$ cat config.mk
export PLATFORM = sky130hd
export DESIGN_NAME = rfb_regfile
export DESIGN_NICKNAME = d
export VERILOG_FILES = /design/src/rtl/rfb_pkg.sv /design/src/rtl/rfb_array.sv /design/src/rtl/rfb_history.sv /design/src/rtl/rfb_fwd.sv /design/src/rtl/rfb_regfile.sv
export SDC_FILE = /design/constraint.sdc
export NUM_CORES = 2
export LEC_CHECK = 0
export BUFFER_PORTS_ARGS = -buffer_cell sky130_fd_sc_hd__clkbuf_2
export CORE_MARGIN = 2
export CORE_UTILIZATION = 63
export CTS_CLUSTER_DIAMETER = 50
export CTS_CLUSTER_SIZE = 25
export DETAILED_ROUTE_END_ITERATION = 10
export GPL_ROUTABILITY_DRIVEN = 0
export PLACE_DENSITY = 0.8
export SLEW_MARGIN = 25
export SYNTH_ARGS = -nofsm -noshare
export SYNTH_HDL_FRONTEND = slang
export SYNTH_SLANG_ARGS = --single-unit
$ cat constraint.sdc
create_clock -name clk -period 4.65 [get_ports clk]
set_input_delay 0.465 -clock clk [delete_from_list [all_inputs] [get_ports clk]]
set_output_delay 0.465 -clock clk [all_outputs]
set_load 0.03 [all_outputs]
$ cat src/rtl/rfb_pkg.sv
package rfb_pkg;

  // Source chosen by the read-side priority mux.
  typedef enum logic [1:0] {
    SRC_ARRAY = 2'd0,
    SRC_HIST1 = 2'd1,
    SRC_HIST2 = 2'd2
  } rfb_src_e;

endpackage

$ cat src/rtl/rfb_array.sv
module rfb_array #(
  parameter int DEPTH   = 32,
  parameter int DATA_W  = 32,
  parameter int ZERO_R0 = 0,
  localparam int AW = $clog2(DEPTH)
) (
  input  logic              clk,
  input  logic              rst,
  input  logic              cm_en,
  input  logic [AW-1:0]     cm_addr,
  input  logic [DATA_W-1:0] cm_data,
  input  logic [AW-1:0]     rd_addr,
  output logic [DATA_W-1:0] rd_data
);

  logic [DATA_W-1:0] mem [DEPTH];

  for (genvar g = 0; g < DEPTH; g++) begin : g_ent
    if (ZERO_R0 != 0 && g == 0) begin : g_const
      assign mem[g] = '0;
    end else begin : g_reg
      always_ff @(posedge clk) begin
        if (rst)
          mem[g] <= '0;
        else if (cm_en && cm_addr == AW'(g))
          mem[g] <= cm_data;
      end
    end
  end

  assign rd_data = mem[rd_addr];

endmodule

$ cat src/rtl/rfb_history.sv
module rfb_history #(
  parameter int DEPTH   = 32,
  parameter int DATA_W  = 32,
  parameter int ZERO_R0 = 0,
  localparam int AW = $clog2(DEPTH)
) (
  input  logic              clk,
  input  logic              rst,
  input  logic              wr_en,
  input  logic [AW-1:0]     wr_addr,
  input  logic [DATA_W-1:0] wr_data,
  input  logic              wr_data_ok,
  input  logic [DATA_W-1:0] wr_late_data,
  output logic              h1_live,
  output logic [AW-1:0]     h1_addr,
  output logic [DATA_W-1:0] h1_data,
  output logic              h1_ready,
  output logic              h2_live,
  output logic [AW-1:0]     h2_addr,
  output logic [DATA_W-1:0] h2_data
);

  logic accept;

  // A write to the constant entry is dropped before it can match anything.
  always_comb begin
    accept = wr_en;
    if (ZERO_R0 != 0 && wr_addr == '0) accept = 1'b0;
  end

  // Slot 1: write issued one cycle back, data possibly still missing.
  always_ff @(posedge clk) begin
    if (rst) begin
      h1_live  <= 1'b0;
      h1_addr  <= '0;
      h1_data  <= '0;
      h1_ready <= 1'b0;
    end else begin
      h1_live  <= accept;
      h1_addr  <= wr_addr;
      h1_data  <= wr_data;
      h1_ready <= wr_data_ok;
    end
  end

  // Slot 2: always carries complete data; deferred data joins here.
  always_ff @(posedge clk) begin
    if (rst) begin
      h2_live <= 1'b0;
      h2_addr <= '0;
      h2_data <= '0;
    end else begin
      h2_live <= h1_live;
      h2_addr <= h1_addr;
      h2_data <= h1_ready ? h1_data : wr_late_data;
    end
  end

endmodule

$ cat src/rtl/rfb_fwd.sv
module rfb_fwd
  import rfb_pkg::*;
#(
  parameter int DEPTH  = 32,
  parameter int DATA_W = 32,
  localparam int AW = $clog2(DEPTH)
) (
  input  logic [AW-1:0]     rd_addr,
  input  logic [DATA_W-1:0] arr_data,
  input  logic              h1_live,
  input  logic [AW-1:0]     h1_addr,
  input  logic [DATA_W-1:0] h1_data,
  input  logic              h1_ready,
  input  logic              h2_live,
  input  logic [AW-1:0]     h2_addr,
  input  logic [DATA_W-1:0] h2_data,
  output logic [DATA_W-1:0] rd_data,
  output logic              hazard
);

  logic     hit1, hit2;
  rfb_src_e src;

  assign hit1 = h1_live && (h1_addr == rd_addr);
  assign hit2 = h2_live && (h2_addr == rd_addr);

  // Youngest match first.
  always_comb begin
    if (hit1)      src = SRC_HIST1;
    else if (hit2) src = SRC_HIST2;
    else           src = SRC_ARRAY;
  end

  always_comb begin
    unique case (src)
      SRC_HIST1: rd_data = h1_data;
      SRC_HIST2: rd_data = h2_data;
      default:   rd_data = arr_data;
    endcase
  end

  assign hazard = hit1 && !h1_ready;

endmodule

$ cat src/rtl/rfb_regfile.sv
module rfb_regfile #(
  parameter int DEPTH   = 32,
  parameter int DATA_W  = 32,
  parameter int ZERO_R0 = 0,
  localparam int AW = $clog2(DEPTH)
) (
  input  logic              clk,
  input  logic              rst,
  input  logic              wr_en,
  input  logic [AW-1:0]     wr_addr,
  input  logic [DATA_W-1:0] wr_data,
  input  logic              wr_data_ok,
  input  logic [DATA_W-1:0] wr_late_data,
  input  logic [AW-1:0]     rd_addr,
  output logic [DATA_W-1:0] rd_data,
  output logic              hazard
);

  logic              h1_live, h1_ready, h2_live;
  logic [AW-1:0]     h1_addr, h2_addr;
  logic [DATA_W-1:0] h1_data, h2_data, arr_data;

  rfb_history #(.DEPTH(DEPTH), .DATA_W(DATA_W), .ZERO_R0(ZERO_R0)) u_hist (
    .clk(clk), .rst(rst),
    .wr_en(wr_en), .wr_addr(wr_addr), .wr_data(wr_data),
    .wr_data_ok(wr_data_ok), .wr_late_data(wr_late_data),
    .h1_live(h1_live), .h1_addr(h1_addr), .h1_data(h1_data), .h1_ready(h1_ready),
    .h2_live(h2_live), .h2_addr(h2_addr), .h2_data(h2_data)
  );

  // The entry leaving slot 2 is committed to the array.
  rfb_array #(.DEPTH(DEPTH), .DATA_W(DATA_W), .ZERO_R0(ZERO_R0)) u_arr (
    .clk(clk), .rst(rst),
    .cm_en(h2_live), .cm_addr(h2_addr), .cm_data(h2_data),
    .rd_addr(rd_addr), .rd_data(arr_data)
  );

  rfb_fwd #(.DEPTH(DEPTH), .DATA_W(DATA_W)) u_fwd (
    .rd_addr(rd_addr), .arr_data(arr_data),
    .h1_live(h1_live), .h1_addr(h1_addr), .h1_data(h1_data), .h1_ready(h1_ready),
    .h2_live(h2_live), .h2_addr(h2_addr), .h2_data(h2_data),
    .rd_data(rd_data), .hazard(hazard)
  );

endmodule

### Yosys cells after proc, flatten, opt, wreduce, memory -nomap -nowiden

Memory sizes are Yosys's and may differ from the RTL's.
Index checks and enable logic that the tools add are counted.

* memories kept: 1
* flip-flop bits (word level): 77
* RAM bits: 1024
* input bits: 78

Memory list
* u_arr.mem: words 32, bits a word 32, read ports 1, clocked after memory_dff 0, wr ports 32, RTL line rfb_array.sv:16 `logic [DATA_W-1:0] mem [DEPTH];`

* bitwise gates (word level): 32
* equality and inequality tests: 35
* mux-type cells: 134
* reduce and logical (&&, ||, !) cells: 37

Operators by type and width (number)
* 32-bit 2-to-1 mux: 33
* 1-bit 2-to-1 mux: 98
* 5-bit equality test, second input constant: 16
* 32-bit case mux with 2 select lines: 1
* 5-bit by 4-bit equality test with 1-bit output, second input constant: 8
* 1-bit logical AND: 35
* 1-bit OR: 32
* 5-bit by 3-bit equality test with 1-bit output, second input constant: 4
* 5-bit by 2-bit equality test with 1-bit output, second input constant: 2
* 5-bit equality test: 2
* 5-bit by 1-bit equality test with 1-bit output, second input constant: 1
* 5-bit logical NOT: 1
* 2-bit 2-to-1 mux: 2
* 2-bit by 1-bit equality test with 1-bit output, second input constant: 1
* 2-bit equality test, second input constant: 1
* 1-bit logical NOT: 1

### Longest topological paths before layout

* depth in word-level cells: 6
* gate-level depth with buffers: 9
* gate-level depth less buffers: 5

### Hierarchy

Synthesis repeated with hierarchy kept, for this count alone.

* cells, all modules: 3868
* area, all modules: 50850.0 um2

Modules (own cells, without submodules)
* rfb_array: cells an instance 3498, seq. area each 30749.5 um2, area an instance 47468.0 um2, times used 1
* rfb_history: cells an instance 198, seq. area each 1541.5 um2, area an instance 2377.3 um2, times used 1
* rfb_fwd: cells an instance 172, seq. area each 0.0 um2, area an instance 1004.7 um2, times used 1

### Worst setup path after synthesis

OpenSTA, ideal clock, no wires.

* path type: flip-flop to flip-flop
* start point: register u_hist.h2_addr[0]
* end point: memory u_arr.mem[13][0], enable pin
* cell stages (with the launch flop): 7
* clock period less this slack: 3317 ps
* slack: 1333 ps
* library setup time: 428 ps
* data required time: 4222 ps
* arrival time: 2889 ps
* cells stage by stage: dfxtp_1 clkbuf_1 nor2b_1 nand2_1 clkbuf_1 buf_1 o21bai_1

RTL lines
* from (decl): RTL line rfb_history.sv:19 `output logic [AW-1:0] h2_addr,`
* from (signal assigned): RTL line rfb_history.sv:54 `h2_addr <= h1_addr;`
* to (decl): RTL line rfb_array.sv:16

### Final worst setup path

* start point: input rd_addr[2]
* end point: output rd_data[22]

* longest elaborated chain between the ends: 6

Ends and longest elaborated chain
* from (decl): RTL line rfb_regfile.sv:14 `input logic [AW-1:0] rd_addr,`
* 5-bit equality test: RTL line rfb_fwd.sv:25 `assign hit2 = h2_live && (h2_addr == rd_addr);`
* 1-bit logical AND: RTL line rfb_fwd.sv:25
* 2-bit 2-to-1 mux: RTL line rfb_fwd.sv:30 `else if (hit2) src = SRC_HIST2;`
* 2-bit 2-to-1 mux: RTL line rfb_fwd.sv:29 `if (hit1) src = SRC_HIST1;`
* 2-bit equality test / 2-bit by 1-bit equality test with 1-bit output (equally long branches): RTL line rfb_fwd.sv:35 `unique case (src)`
* 32-bit case mux with 2 select lines (*): RTL line rfb_fwd.sv:35
* to (decl): RTL line rfb_regfile.sv:15 `output logic [DATA_W-1:0] rd_data,`

Every way passes the cells marked *; elsewhere a longest branch is shown, timed or not.

==> impl_metrics.env <==
export IMPL_finalPower_mw=20.4
export IMPL_status="completed"
export IMPL_clockBufferDepth=3
export IMPL_final_max_slew_viol_count=0
export IMPL_gr_total_overflow=0
export IMPL_synth_cells=3684
export IMPL_htreeDepth=3
export IMPL_synth_nets=3762
export IMPL_fin_setup_tns_ns=0
export IMPL_setup_viol=0
export IMPL_grt_max_degree=199
export IMPL_syn2layout_area_growth_pct=8.78
export IMPL_root_buffer="clkbuf_16"
export IMPL_hold_path_class="in -> reg"
export IMPL_required_ns=4.18
export IMPL_synth_cell_types=46
export IMPL_drc=0
export IMPL_wirelength_mm=139
export IMPL_fill_cells=5118
export IMPL_cts_hold_buf=0
export IMPL_synth_edff_count=1024
export IMPL_vias=33800
export IMPL_clkLatencyLatePin_ns=0.66
export IMPL_synthFlopType="edfxtp_1"
export IMPL_die_h_um=284
export IMPL_path_clk_slew_ns=0.08
export IMPL_drive_gt1_share_pct=14.5
export IMPL_stdcell_count=4676
export IMPL_grt_pass1_wl_mm=207
export IMPL_dieArea_um2=80400
export IMPL_tightest_slew_ns=1.11
export IMPL_finalHoldViolations=0
export IMPL_cts_sinks=1101
export IMPL_wl_per_cell_um=29.8
export IMPL_numCtsBuffers=81
export IMPL_io_pins=111
export IMPL_post_route_period_util_pct=87.0
export IMPL_crit_path_max_fanout=32
export IMPL_initial_core_util_pct=63.6
export IMPL_die_w_um=284
export IMPL_first_iter_violations=5319
export IMPL_startpoint_type="input port"
export IMPL_tritoncts="built"
export IMPL_multiInputGateArea_um2=15300
export IMPL_ys_ff_latch=1101
export IMPL_max_freq_mhz=247
export IMPL_slowest_delay_ns=0.86
export IMPL_yosysWarningCount=0
export IMPL_antenna_found_initial=3
export IMPL_rsz0062_at_grt="no"
export IMPL_relSlewSlack_pct=25.4
export IMPL_grt_pass1_vias=33600
export IMPL_post_cts_buffers=0
export IMPL_drtPass1Iterations=6
export IMPL_ctsResizeCount=0
export IMPL_cp_arrival_ns=3.58
export IMPL_maxCapViolCount=0
export IMPL_final_core_util_pct=69.2
export IMPL_portBuffers=110
export IMPL_syn_area_per_cell_um2=13.4
export IMPL_cpMaxStageDelayCell="nor4_1"
export IMPL_ir_drop_mv=0.378
export IMPL_dp_cells=4523
export IMPL_crit_type="in -> out"
export IMPL_nets=3646
export IMPL_grt_use_total_pct=34.1
export IMPL_dp_hpwl_mm=76.3
export IMPL_num_rows=102
export IMPL_skew_ns=0.0252
export IMPL_synth_area_um2=49300
export IMPL_ff_latch_area_um2=32300
export IMPL_critPathTopFamily="buffers and inverters"
export IMPL_cp_cell_sequence="clkbuf_2 > buf_4 > nand4bb_2 > buf_4 > o22ai_1 > nor4_1 > and4_1 > a221oi_2 > clkbuf_2"
export IMPL_endpoint_kind="output port"
export IMPL_via_per_inst=7.22
export IMPL_fin_crit_ns=4.05
export IMPL_async_reset_ff_share_pct=0
export IMPL_power_density_nw_per_um2=381
export IMPL_core_um2=77500
export IMPL_cp_buffers_inverters=4
export IMPL_ant_nets=0
export IMPL_ys_seq_area_share_pct=65.6
export IMPL_power_leakage_nw=18.6
## metal layers
layer | vias up | wire (um) | track usage, %
li1 | 13900 | - | -
met1 | 16500 | 47700 | 44.9
met2 | 2904 | 65800 | 54.8
met3 | 527 | 18800 | 7.24
met4 | 2 | 6910 | 15.9
met5 | - | 36 | 0
## registers in the layout, indices dropped and copies added (netlist names)
| signal | count |
|---|---|
| u_hist.h1_data | 32 |
| u_hist.h2_live | 1 |
| u_hist.h2_addr | 5 |
| u_hist.h1_live | 1 |
| u_hist.h1_ready | 1 |
| u_hist.h2_data | 32 |
| u_hist.h1_addr | 5 |
| u_arr.mem | 1024 |
## layout by cell type, fill, tap and decap left out, types with 8 or more instances in the layout
cell type	n
a21o_1	12
a21oi_1	13
a221oi_1	64
a221oi_2	25
a22oi_1	12
and2_1	195
and4_1	19
buf_12	17
buf_4	109
clkbuf_16	83
clkbuf_2	107
clkinv_4	10
clkinv_8	12
dfxtp_1	75
edfxtp_1	1024
inv_1	13
inv_2	13
inv_6	11
inv_8	16
mux2i_1	440
mux4_2	52
nor2_1	102
nor2b_1	49
nor3_1	840
nor4_1	21
o21ai_0	51
o21bai_4	20
o22ai_1	128
or4_1	12
xor2_1	8
## where the power goes
| group | total (mW) | switching (mW) | internal (mW) |
|---|---|---|---|
| clock network | 7.46 | 3.88 | 3.58 |
| logic | 1.70 | 1.21 | 0.496 |
| registers | 11.2 | 0.126 | 11.1 |
## synth_stat cells (4+ instances only)
cell type	count	area, um2
a311oi_1	6	52.6
o21ai_0	51	255
dfxtp_1	77	1540
nand2_1	9	33.8
nor4_1	21	131
a21oi_1	13	65.1
a22oi_1	12	90.1
or4_1	12	90.1
nand2b_1	4	25.0
nor2b_1	50	313
nor2_1	103	387
o22ai_1	128	801
nor3_1	840	4200
a21o_1	12	90.1
clkbuf_1	304	1140
mux2i_1	440	4400
edfxtp_1	1024	30700
xor2_1	8	70.1
and4_1	19	166
and2_1	196	1230
a221oi_1	64	561
o21bai_1	20	150
buf_2	43	215
nand3_1	5	25.0
a221oi_2	25	375
inv_1	27	101
and3_1	6	37.5
buf_1	47	176
buf_4	22	165
mux4_2	52	1170
buf_6	21	236
## cell families after synthesis
group | share of synthesized area, %
AO/OA/AOI/OAI | 4.99
XOR/XNOR | 0.178
buffers and inverters | 4.13
flip-flops | 65.6
multiplexers | 11.3
AND/OR/NAND/NOR | 13.8
## worst register-to-register path: stages (launching register included)
cell and delay, ns:
dfxtp_1 0.64, nor2b_1 0.47, nand2_2 0.63, o21bai_4 0.96, buf_4 0.41
## through the flow
stage	setup WS (ns)	hold WS (ns)	area (um2)
4_1_cts	0.811	0.00394	53500
2_1_floorplan	1.33	0.429	49300
6_report	0.604	0.0142	53600
5_1_grt	0.628	0.0229	53600
3_3_place_gp	0.906	0.468	50700
3_5_place_dp	0.907	0.473	50700
## worst paths after layout
| check | from | end | slack (ns) | depth (start not counted) |
|---|---|---|---|---|
| hold reg to reg | u_hist.h1_addr[3] | u_hist.h2_addr[3] | 0.49 | 1 |
| setup reg to reg | u_hist.h2_addr[0] | u_arr.mem[9][9] | 1.23 | 4 |
| setup / recovery | rd_addr[2] | rd_data[22] | 0.60 | 9 |
| hold / removal | wr_data[1] | u_hist.h1_data[1] | 0.01 | 2 |
## layout make-up
| class | instances | area share, % |
|---|---|---|
| sequential | 1101 | 60.3 |
| multi-input combinational | 2119 | 28.5 |
| clock buffer | 86 | 3.90 |
| timing repair buffer | 238 | 3.37 |
| tap | 1040 | 2.43 |
| clock inverter | 64 | 1.34 |
| inverter | 27 | 0.189 |
| antenna | 1 | 0.00467 |
(Power assumes the default switching activity.)
